===== src/rtl/i2c_bcm_pkg.sv =====
package i2c_bcm_pkg;
  localparam int CMD_W  = 12;
  localparam int STAT_W = 16;
  localparam int BYTE_W = 8;

  // command fields
  localparam int C_IEN = 11;
  localparam int C_STA = 10;
  localparam int C_STO = 9;
  localparam int C_NAK = 8;

  // status fields
  localparam int S_MST  = 14;
  localparam int S_TX   = 13;
  localparam int S_STP  = 12;
  localparam int S_NAK  = 11;
  localparam int S_BSY  = 10;
  localparam int S_ARB  = 9;
  localparam int S_FREE = 8;

  typedef enum logic [2:0] {
    ST_IDLE, ST_START, ST_BIT, ST_STOP, ST_DONE
  } eng_state_t;
endpackage


===== src/rtl/i2c_bcm_tick.sv =====
module i2c_bcm_tick #(
  parameter int QDIV = 125
) (
  input  logic clk,
  input  logic rst,
  input  logic run,
  output logic tick
);
  localparam int CW = (QDIV > 2) ? $clog2(QDIV) : 1;
  localparam logic [CW-1:0] LAST = CW'(QDIV - 1);

  logic [CW-1:0] cnt;

  always_ff @(posedge clk) begin
    if (rst || !run) begin
      cnt  <= '0;
      tick <= 1'b0;
    end else if (cnt == LAST) begin
      cnt  <= '0;
      tick <= 1'b1;
    end else begin
      cnt  <= cnt + 1'b1;
      tick <= 1'b0;
    end
  end
endmodule


===== src/rtl/i2c_bcm_monitor.sv =====
module i2c_bcm_monitor #(
  parameter int SYNC_N = 2
) (
  input  logic clk,
  input  logic rst,
  input  logic scl_in,
  input  logic sda_in,
  output logic sda_s,
  output logic bus_free,
  output logic stop_seen
);
  logic [SYNC_N-1:0] scl_sy, sda_sy;
  logic sda_d;
  logic scl_s;
  logic start_det, stop_det;

  assign scl_s = scl_sy[SYNC_N-1];
  assign sda_s = sda_sy[SYNC_N-1];
  assign start_det = scl_s & sda_d & ~sda_s;
  assign stop_det  = scl_s & ~sda_d & sda_s;

  always_ff @(posedge clk) begin
    if (rst) begin
      scl_sy    <= '1;
      sda_sy    <= '1;
      sda_d     <= 1'b1;
      bus_free  <= 1'b1;
      stop_seen <= 1'b0;
    end else begin
      scl_sy <= {scl_sy[SYNC_N-2:0], scl_in};
      sda_sy <= {sda_sy[SYNC_N-2:0], sda_in};
      sda_d  <= sda_s;
      if (start_det) begin
        bus_free  <= 1'b0;
        stop_seen <= 1'b0;
      end else if (stop_det) begin
        bus_free  <= 1'b1;
        stop_seen <= 1'b1;
      end
    end
  end
endmodule


===== src/rtl/i2c_bcm_engine.sv =====
module i2c_bcm_engine
  import i2c_bcm_pkg::*;
(
  input  logic              clk,
  input  logic              rst,
  input  logic              tick,
  input  logic              accept,
  input  logic [CMD_W-1:0]  cmd,
  input  logic              sda_s,
  output logic              busy,
  output logic              run,
  output logic              scl_lo,
  output logic              sda_lo,
  output logic              own,
  output logic              res_tx,
  output logic              res_nack,
  output logic              res_arb,
  output logic              irq_req,
  output logic [BYTE_W-1:0] res_data
);
  localparam int BW = $clog2(BYTE_W + 1);
  localparam logic [BW-1:0] ACK_IDX = BW'(BYTE_W);

  eng_state_t      state;
  logic [1:0]      q;
  logic [BW-1:0]   bitn;
  logic [BYTE_W-1:0] txsh, rxsh;
  logic is_rx, noack, want_stop, dir_rd, ien, stop_only;

  assign busy = (state != ST_IDLE);
  assign run  = (state == ST_START) || (state == ST_BIT) || (state == ST_STOP);

  always_ff @(posedge clk) begin
    if (rst) begin
      state     <= ST_IDLE;
      q         <= '0;
      bitn      <= '0;
      txsh      <= '0;
      rxsh      <= '0;
      is_rx     <= 1'b0;
      noack     <= 1'b0;
      want_stop <= 1'b0;
      dir_rd    <= 1'b0;
      ien       <= 1'b0;
      stop_only <= 1'b0;
      scl_lo    <= 1'b0;
      sda_lo    <= 1'b0;
      own       <= 1'b0;
      res_tx    <= 1'b0;
      res_nack  <= 1'b0;
      res_arb   <= 1'b0;
      res_data  <= '0;
      irq_req   <= 1'b0;
    end else begin
      irq_req <= 1'b0;
      case (state)
        ST_IDLE: begin
          if (accept) begin
            ien      <= cmd[C_IEN];
            noack    <= cmd[C_NAK];
            txsh     <= cmd[BYTE_W-1:0];
            q        <= '0;
            bitn     <= '0;
            res_nack <= 1'b0;
            res_arb  <= 1'b0;
            if (cmd[C_STA]) begin
              state     <= ST_START;
              is_rx     <= 1'b0;
              dir_rd    <= cmd[0];
              want_stop <= cmd[C_STO];
              stop_only <= 1'b0;
              res_tx    <= 1'b1;
            end else if (cmd[C_STO]) begin
              state     <= ST_STOP;
              want_stop <= 1'b1;
              stop_only <= 1'b1;
              res_tx    <= 1'b0;
            end else begin
              state     <= ST_BIT;
              is_rx     <= dir_rd;
              want_stop <= 1'b0;
              stop_only <= 1'b0;
              res_tx    <= ~dir_rd;
            end
          end
        end
        ST_START: begin
          if (tick) begin
            q <= q + 2'd1;
            case (q)
              2'd0: sda_lo <= 1'b0;
              2'd1: scl_lo <= 1'b0;
              2'd2: begin
                sda_lo <= 1'b1;
                own    <= 1'b1;
              end
              default: begin
                scl_lo <= 1'b1;
                state  <= ST_BIT;
              end
            endcase
          end
        end
        ST_BIT: begin
          if (tick) begin
            q <= q + 2'd1;
            case (q)
              2'd0: sda_lo <= (bitn == ACK_IDX) ? (is_rx & ~noack)
                                                : (~is_rx & ~txsh[BYTE_W-1]);
              2'd1: scl_lo <= 1'b0;
              2'd2: begin
                if (bitn != ACK_IDX) rxsh <= {rxsh[BYTE_W-2:0], sda_s};
                else if (!is_rx) res_nack <= sda_s;
                if (!is_rx && (bitn != ACK_IDX) && !sda_lo && !sda_s) begin
                  res_arb <= 1'b1;
                  own     <= 1'b0;
                  scl_lo  <= 1'b0;
                  sda_lo  <= 1'b0;
                  state   <= ST_DONE;
                end
              end
              default: begin
                scl_lo <= 1'b1;
                txsh   <= txsh << 1;
                if (bitn == ACK_IDX) begin
                  bitn  <= '0;
                  state <= want_stop ? ST_STOP : ST_DONE;
                end else begin
                  bitn <= bitn + 1'b1;
                end
              end
            endcase
          end
        end
        ST_STOP: begin
          if (tick) begin
            q <= q + 2'd1;
            case (q)
              2'd0: sda_lo <= 1'b1;
              2'd1: scl_lo <= 1'b0;
              2'd2: sda_lo <= 1'b0;
              default: begin
                own   <= 1'b0;
                state <= ST_DONE;
              end
            endcase
          end
        end
        ST_DONE: begin
          if (!stop_only) res_data <= rxsh;
          irq_req <= ien;
          state   <= ST_IDLE;
        end
        default: state <= ST_IDLE;
      endcase
    end
  end
endmodule


===== src/rtl/i2c_bcm_master.sv =====
module i2c_bcm_master
  import i2c_bcm_pkg::*;
#(
  parameter int QDIV   = 125,
  parameter int SYNC_N = 2
) (
  input  logic              clk,
  input  logic              rst,
  input  logic              cmd_we,
  input  logic [CMD_W-1:0]  cmd_wdata,
  output logic [STAT_W-1:0] stat_rdata,
  output logic              irq_edge,
  input  logic              scl_in,
  input  logic              sda_in,
  output logic              scl_drive_low,
  output logic              sda_drive_low
);
  logic tick, run, busy, accept, sda_s, bus_free, stop_seen;
  logic own, res_tx, res_nack, res_arb, irq_req;
  logic [BYTE_W-1:0] res_data;
  logic [STAT_W-1:0] stat_nxt;

  assign accept = cmd_we & ~busy;

  i2c_bcm_tick #(.QDIV(QDIV)) u_tick (
    .clk(clk), .rst(rst), .run(run), .tick(tick)
  );

  i2c_bcm_monitor #(.SYNC_N(SYNC_N)) u_mon (
    .clk(clk), .rst(rst), .scl_in(scl_in), .sda_in(sda_in),
    .sda_s(sda_s), .bus_free(bus_free), .stop_seen(stop_seen)
  );

  i2c_bcm_engine u_eng (
    .clk(clk), .rst(rst), .tick(tick), .accept(accept), .cmd(cmd_wdata),
    .sda_s(sda_s), .busy(busy), .run(run), .scl_lo(scl_drive_low),
    .sda_lo(sda_drive_low), .own(own), .res_tx(res_tx), .res_nack(res_nack),
    .res_arb(res_arb), .irq_req(irq_req), .res_data(res_data)
  );

  always_comb begin
    stat_nxt               = '0;
    stat_nxt[S_MST]        = own;
    stat_nxt[S_TX]         = res_tx;
    stat_nxt[S_STP]        = stop_seen;
    stat_nxt[S_NAK]        = res_nack;
    stat_nxt[S_BSY]        = busy;
    stat_nxt[S_ARB]        = res_arb;
    stat_nxt[S_FREE]       = bus_free;
    stat_nxt[BYTE_W-1:0]   = res_data;
  end

  always_ff @(posedge clk) begin
    if (rst) begin
      stat_rdata         <= '0;
      stat_rdata[S_FREE] <= 1'b1;
      irq_edge           <= 1'b0;
    end else begin
      stat_rdata <= stat_nxt;
      irq_edge   <= irq_req;
    end
  end
endmodule


===== config.mk =====
export PLATFORM = sky130hd
export DESIGN_NAME = i2c_bcm_master
export DESIGN_NICKNAME = d
export VERILOG_FILES = /design/src/rtl/i2c_bcm_pkg.sv /design/src/rtl/i2c_bcm_tick.sv /design/src/rtl/i2c_bcm_monitor.sv /design/src/rtl/i2c_bcm_engine.sv /design/src/rtl/i2c_bcm_master.sv
export SDC_FILE = /design/constraint.sdc
export NUM_CORES = 1
export LEC_CHECK = 0
export ABC_AREA = 1
export BUFFER_PORTS_ARGS = -buffer_cell sky130_fd_sc_hd__buf_2
export CORE_ASPECT_RATIO = 1.25
export CORE_MARGIN = 10
export CORE_UTILIZATION = 41
export CTS_CLUSTER_DIAMETER = 30
export CTS_CLUSTER_SIZE = 25
export DETAILED_ROUTE_END_ITERATION = 16
export HOLD_SLACK_MARGIN = 0.03
export PLACE_DENSITY = 0.7
export SLEW_MARGIN = 5
export SYNTH_ARGS = -nofsm -noshare
export SYNTH_HDL_FRONTEND = slang
export SYNTH_SLANG_ARGS = --single-unit

===== constraint.sdc =====
create_clock -name clk -period 1.4 [get_ports clk]
set_clock_uncertainty 0.15 [all_clocks]
set_input_delay 0.14 -clock clk [delete_from_list [all_inputs] [get_ports clk]]
set_output_delay 0.14 -clock clk [all_outputs]
set_load 0.02 [all_outputs]

After elaboration in Yosys (flattened, before gate mapping)
Index checks and enable logic that the tools add are counted.

operators by class
  $add $sub $neg = 3
  shifts and indexed selects = 0
  divide/modulo/power cells = 0
  eq/ne operators = 32
  reduce and logical (&&, ||, !) cells = 37
  order comparisons = 0
  muxes and demuxes = 68
  multiply operators = 0
  bitwise logic cells = 16

operator list
  kind                   count
  $mux W1                34
  $ne A2 B2 Y1 const B   16
  $mux W3                10
  $mux W8                3
  $reduce_and A8 Y1      3
  $mux W4                4
  $pmux W8 S2            1
  $ne A3 B3 Y1 const B   5
  $pmux W1 S2            6
  $pmux W1 S3            4
  $pmux W3 S4            1
  $reduce_or A2 Y1       5
  $not A1 Y1             9
  $reduce_and A3 Y1      3
  $reduce_and A9 Y1      1
  $pmux W4 S2            1
  $reduce_and A4 Y1      2
  $add A7 B1 Y7 const B  1
  $and A1 B1 Y1          7
  $eq A7 B7 Y1 const B   1
  $eq A3 B2 Y1 const B   2
  $pmux W3 S2            1
  $reduce_and A6 Y1      1
  $reduce_bool A2 Y1     3
  other kinds (20)       32

storage, ports and cells
  ROM bits = 0
  bits in writable memories = 0
  register bits = 78
  memories kept = 0
  input bits = 17
  latch bits = 0
  output and inout port bits = 19
  logic and storage cells = 185

Depth between registers and ports, before layout
  word-level depth = 8
  gate-level depth with buffers = 10
  mapped depth without buffers = 10

Cells and area by module
Synthesis repeated with hierarchy kept, for this count alone.

second synthesis, totals
  cell total of the unflattened synthesis = 446
  area, all modules = 3348.2 um^2

modules (own cells, without submodules)
  module           times used  sequential area each (um^2)  cells an instance  area an instance (um^2)
  i2c_bcm_engine   1           920.9                        322                2263.4
  i2c_bcm_master   1           320.3                        55                 496.7
  i2c_bcm_tick     1           160.2                        46                 374.1
  i2c_bcm_monitor  1           140.1                        23                 214.0

Worst setup path after synthesis
OpenSTA, ideal clock, no wires.

  path type = flip-flop to flip-flop
  from = reg u_eng.bitn[0]
  to = reg u_eng.own
  data required time = 1.139 ns
  library setup time = 0.111 ns
  path buffers = 0
  period minus slack after synthesis = 1.520 ns
  arrival time = 1.259 ns
  setup slack = -0.120 ns
  cell stages (with the launch flop) = 9
  cell sequence = dfxtp_1 > inv_1 > ha_1 > nand3_1 > nand3_1 > o21ai_0 > nand3b_1 > nand2_1 > nor2_1

between the ends
  cells in the longest elaborated chain, start to end = 6

ends and longest elaborated chain
  item                              RTL line               RTL
  start: declaration                i2c_bcm_engine.sv:26   logic [BW-1:0] bitn;
  start signal: assignment          i2c_bcm_engine.sv:129  bitn <= bitn + 1'b1;
  $ne A4 B4 Y1                      i2c_bcm_engine.sv:114  if (!is_rx && (bitn != ACK_IDX) && !sda_lo && !sda_s) begin
  $logic_and A1 B1 Y1 (3 in a row)  i2c_bcm_engine.sv:114
  $ne A2 B2 Y1 (no line)            n/a
  $reduce_and A8 Y1 (no line)       n/a
  end signal: assignment            i2c_bcm_engine.sv:95   own <= 1'b1;
  end signal: assignment            i2c_bcm_engine.sv:116  own <= 1'b0;
  end signal: assignment            i2c_bcm_engine.sv:143  own <= 1'b0;
  end: declaration                  i2c_bcm_engine.sv:14   output logic own,

Every way passes these cells.
A chain may end at the register's enable or synchronous reset.

Worst setup path in the final report
  from = reg u_eng.state[0]
  to = reg u_eng.txsh[0]

between the ends
  cells in the longest elaborated chain, start to end = 5
  elaborated cells between the ends (all ways) = 11
  those cells by class = 4 x eq/ne; 1 x mux; 2 x bitwise; 4 x reduce/logical

ends and longest elaborated chain
  item                         RTL line               RTL
  start: declaration           i2c_bcm_engine.sv:24   eng_state_t state;
  start signal: assignment     i2c_bcm_engine.sv:127  state <= want_stop ? ST_STOP : ST_DONE;
  $reduce_bool A3 Y1           i2c_bcm_engine.sv:30   assign busy = (state != ST_IDLE);
  $not A1 Y1                   i2c_bcm_master.sv:23   assign accept = cmd_we & ~busy;
  $and A1 B1 Y1                i2c_bcm_master.sv:23
  $ne A2 B2 Y1 (no line)       n/a
  $reduce_and A4 Y1 (no line)  n/a
  end signal: assignment       i2c_bcm_engine.sv:61   txsh <= cmd[BYTE_W-1:0];
  end signal: assignment       i2c_bcm_engine.sv:124  txsh <= txsh << 1;
  end: declaration             i2c_bcm_engine.sv:27   logic [BYTE_W-1:0] txsh, rxsh;

Several ways; a longest one is shown, not always the timed one.

==> results.cfg <==
[outcome]
status = finished, violations left
violations = negative setup slack

[drt]
drc = 0
drt_iter0_drc = 140
avgViaCountPerCell = 4.89
wl_per_cell_microns = 12.9
routed_wl_microns = 8130
firstDrtPassIters = 4
route.vias.total = 3070
final_antenna_net_count = 0

[cts]
clock-sinks = 77
cts_tree = done
clockRootBuffer = clkbuf_8
h-tree-depth = 3
clock_path_buffers = 2
path_clk_slew_ns = 0.08
clkLatencyLatePin_ns = 0.36
cts_buffers = 9

[worst_setup_path]
endpoint_kind = flip-flop
cp.required_ns = 1.53
cp-startpoint = u_eng.state[0]$_SDFFE_PP0P_
startpoint_type = flip-flop
critPathArrivalTime_ns = 1.63
setup.worst_path.class = reg -> reg
cp-endpoint = u_eng.txsh[0]$_SDFFE_PP0P_
r2r_start = u_eng.state[0]$_SDFFE_PP0P_
cp_max_fo = 4
worst-r2r-cell-count = 8
timing.rr.end = u_eng.txsh[0]$_SDFFE_PP0P_
reg2reg_slack_ns = -0.10

[die]
dieArea_sq_mm = 0.0119
core_sq_mm = 0.00775
die_h_microns = 119
num_io_pins = 36
start_util = 0.418
fp-row-count = 36
die-width_microns = 99.5

[synthesis]
ys_seq_area_frac = 0.476
synthArstFlopShare = 0
synth_ff_type = dfxtp_1
syn_nets = 448
synth_seq_cells = 77
synth_cell_types = 36
yosysTopAreaCellShare = 0.476
synth_warnings = 0
synth_area_leaders = dfxtp_1 48%, nand2_1 9.2%, nor2_1 7.8%
syn_area_sq_mm = 0.00324
yosysTopAreaCell = dfxtp_1
synth_edf_count = 0
postSynthAreaPerCell_sq_um = 7.66
synthCells = 423

[sta]
min_period_ns = 1.50
finalHoldViolCount = 0
rsz0062_at_grt = true
drv_slew = 0
setup_ws_ns = -0.101
fmax_mhz = 666
min_period_over_period = 1.07
final-setup-viol-count = 39

[layout]
fin_cells = 628
most-common-layout-cells = 73 x nand2_1, 70 x dfxtp_1, 59 x nor2_1
n_fill_cell = 674
syn2layout_area_growth_pct = 42.0
regArea_sq_mm = 0.00156
nNetsFinal = 553
drive_gt1_frac = 0.364
layout_commonest_cell = nand2_1
multi_input_area_sq_mm = 0.00168
diodes = 0

[power]
p_per_area_mw_per_mm2 = 1610
max-vdd-ir-drop_mv = 0.864
total_power_mw = 7.41
p_leak_nw = 2.05

[global_routing]
grt.overflow.total = 0
grt_max_degree = 37
antenna_found_initial = 0
grt_pass1_wl_microns = 13600
grt_pass1_vias = 3037
grtUsageTotal = 0.137

[place]
gp_congestion = 0.895
post-place-cells = 584
hpwlAfterDp_microns = 5410
dp_worst_setup_slack_ns = -0.213
port_buffers = 34

[flow_run]
drv_cap = 0

[hold_path]
min_path_type = in -> reg
## worst min-delay path by stage
| stage | startpoint | end | slack (ns) | depth (start not counted) |
|---|---|---|---|---|
| 2_1_floorplan | scl_in | u_mon.scl_sy[0]$_SDFF_PP1_ | 0.09 | 1 |
| 3_5_place_dp | scl_in | u_mon.scl_sy[0]$_SDFF_PP1_ | 0.18 | 2 |
| 5_1_grt | cmd_we | u_eng.ien$_SDFFE_PP0P_ | 0.1 | 4 |
| 4_1_cts | cmd_we | u_eng.ien$_SDFFE_PP0P_ | 0.08 | 4 |
| 3_3_place_gp | scl_in | u_mon.scl_sy[0]$_SDFF_PP1_ | 0.18 | 2 |
| 6_report | cmd_we | u_eng.stop_only$_SDFFE_PP0P_ | 0.10 | 4 |
## state kept, by name (all words and copies together) (netlist names), 2 cells and up
name,count
u_eng.rxsh,8
u_eng.bitn,4
u_eng.q,2
stat_rdata,15
u_eng.state,3
u_mon.scl_sy,2
u_eng.txsh,8
u_mon.sda_sy,2
u_tick.cnt,7
u_eng.res_data,8
## cells in the mapped netlist, drive strengths merged, types with 2 or more instances
cell type  count
nand2         85
dfxtp         77
nor2          72
inv           50
o21ai         33
a21oi         31
nand3         28
ha             8
clkbuf         7
buf            6
nor3           5
or2            5
nand4          4
a211oi         3
nand3b         2
## timing repair
action	CTS	global route
hold endpoints to repair	18	0
cloned	0	0
resized for setup	54	38
hold buffers	15	0
buffers inserted	10	4
setup endpoints to repair	44	48
pin swaps	28	23
## through the flow
stage / area (sq um) / utilization / hold slack (ns) / TNS (ns)
2_1_floorplan: 3270 / - / 0.0938 / -0.410
3_3_place_gp: 3840 / 0.495 / 0.177 / -3.20
3_5_place_dp: 3840 / 0.495 / 0.180 / -4.03
4_1_cts: 4430 / 0.572 / 0.0750 / -2.06
5_1_grt: 4600 / 0.594 / 0.0951 / -5.14
6_report: 4600 / 0.594 / 0.100 / -1.56
## critical path, cell delays in order, from the launching register on
cell and delay (ns):
dfxtp_2 0.34, inv_4 0.09, nand2_4 0.08, buf_6 0.12, nor3_4 0.19, buf_6 0.15
buf_6 0.10, nand3_1 0.08, a21oi_1 0.14
## per-layer routing
layer | global-route usage | wire (microns)
met1 | 0.144 | 3270
met2 | 0.243 | 4170
met3 | 0.0416 | 450
met4 | 0.0646 | 237
met5 | 0 | 0
## area by class of cell
class                   count  share of cell area
clock buffers               9              0.0269
clock inverters             7              0.0128
inverters                  50              0.0435
multi-input cells         283               0.364
flip-flops and latches     77               0.338
well taps                  95              0.0258
repair buffers            107               0.189
## power by group
part           leakage (nW)  switching [mW]  internal [mW]
clock                0.0921           0.903          0.671
sequential            0.629           0.132           2.43
combinational          1.32            1.76           1.52
## cell families after synthesis
family / after synthesis / synth area share
simple gates: 203 / 0.290
flops: 77 / 0.476
compound gates: 69 / 0.114
buf+inv: 63 / 0.0834
fa+ha+maj: 8 / 0.0309
xor+xnor: 2 / 0.00541
other cells: 1 / 0.00116
Note: power is estimated with default switching activity, not from simulation.
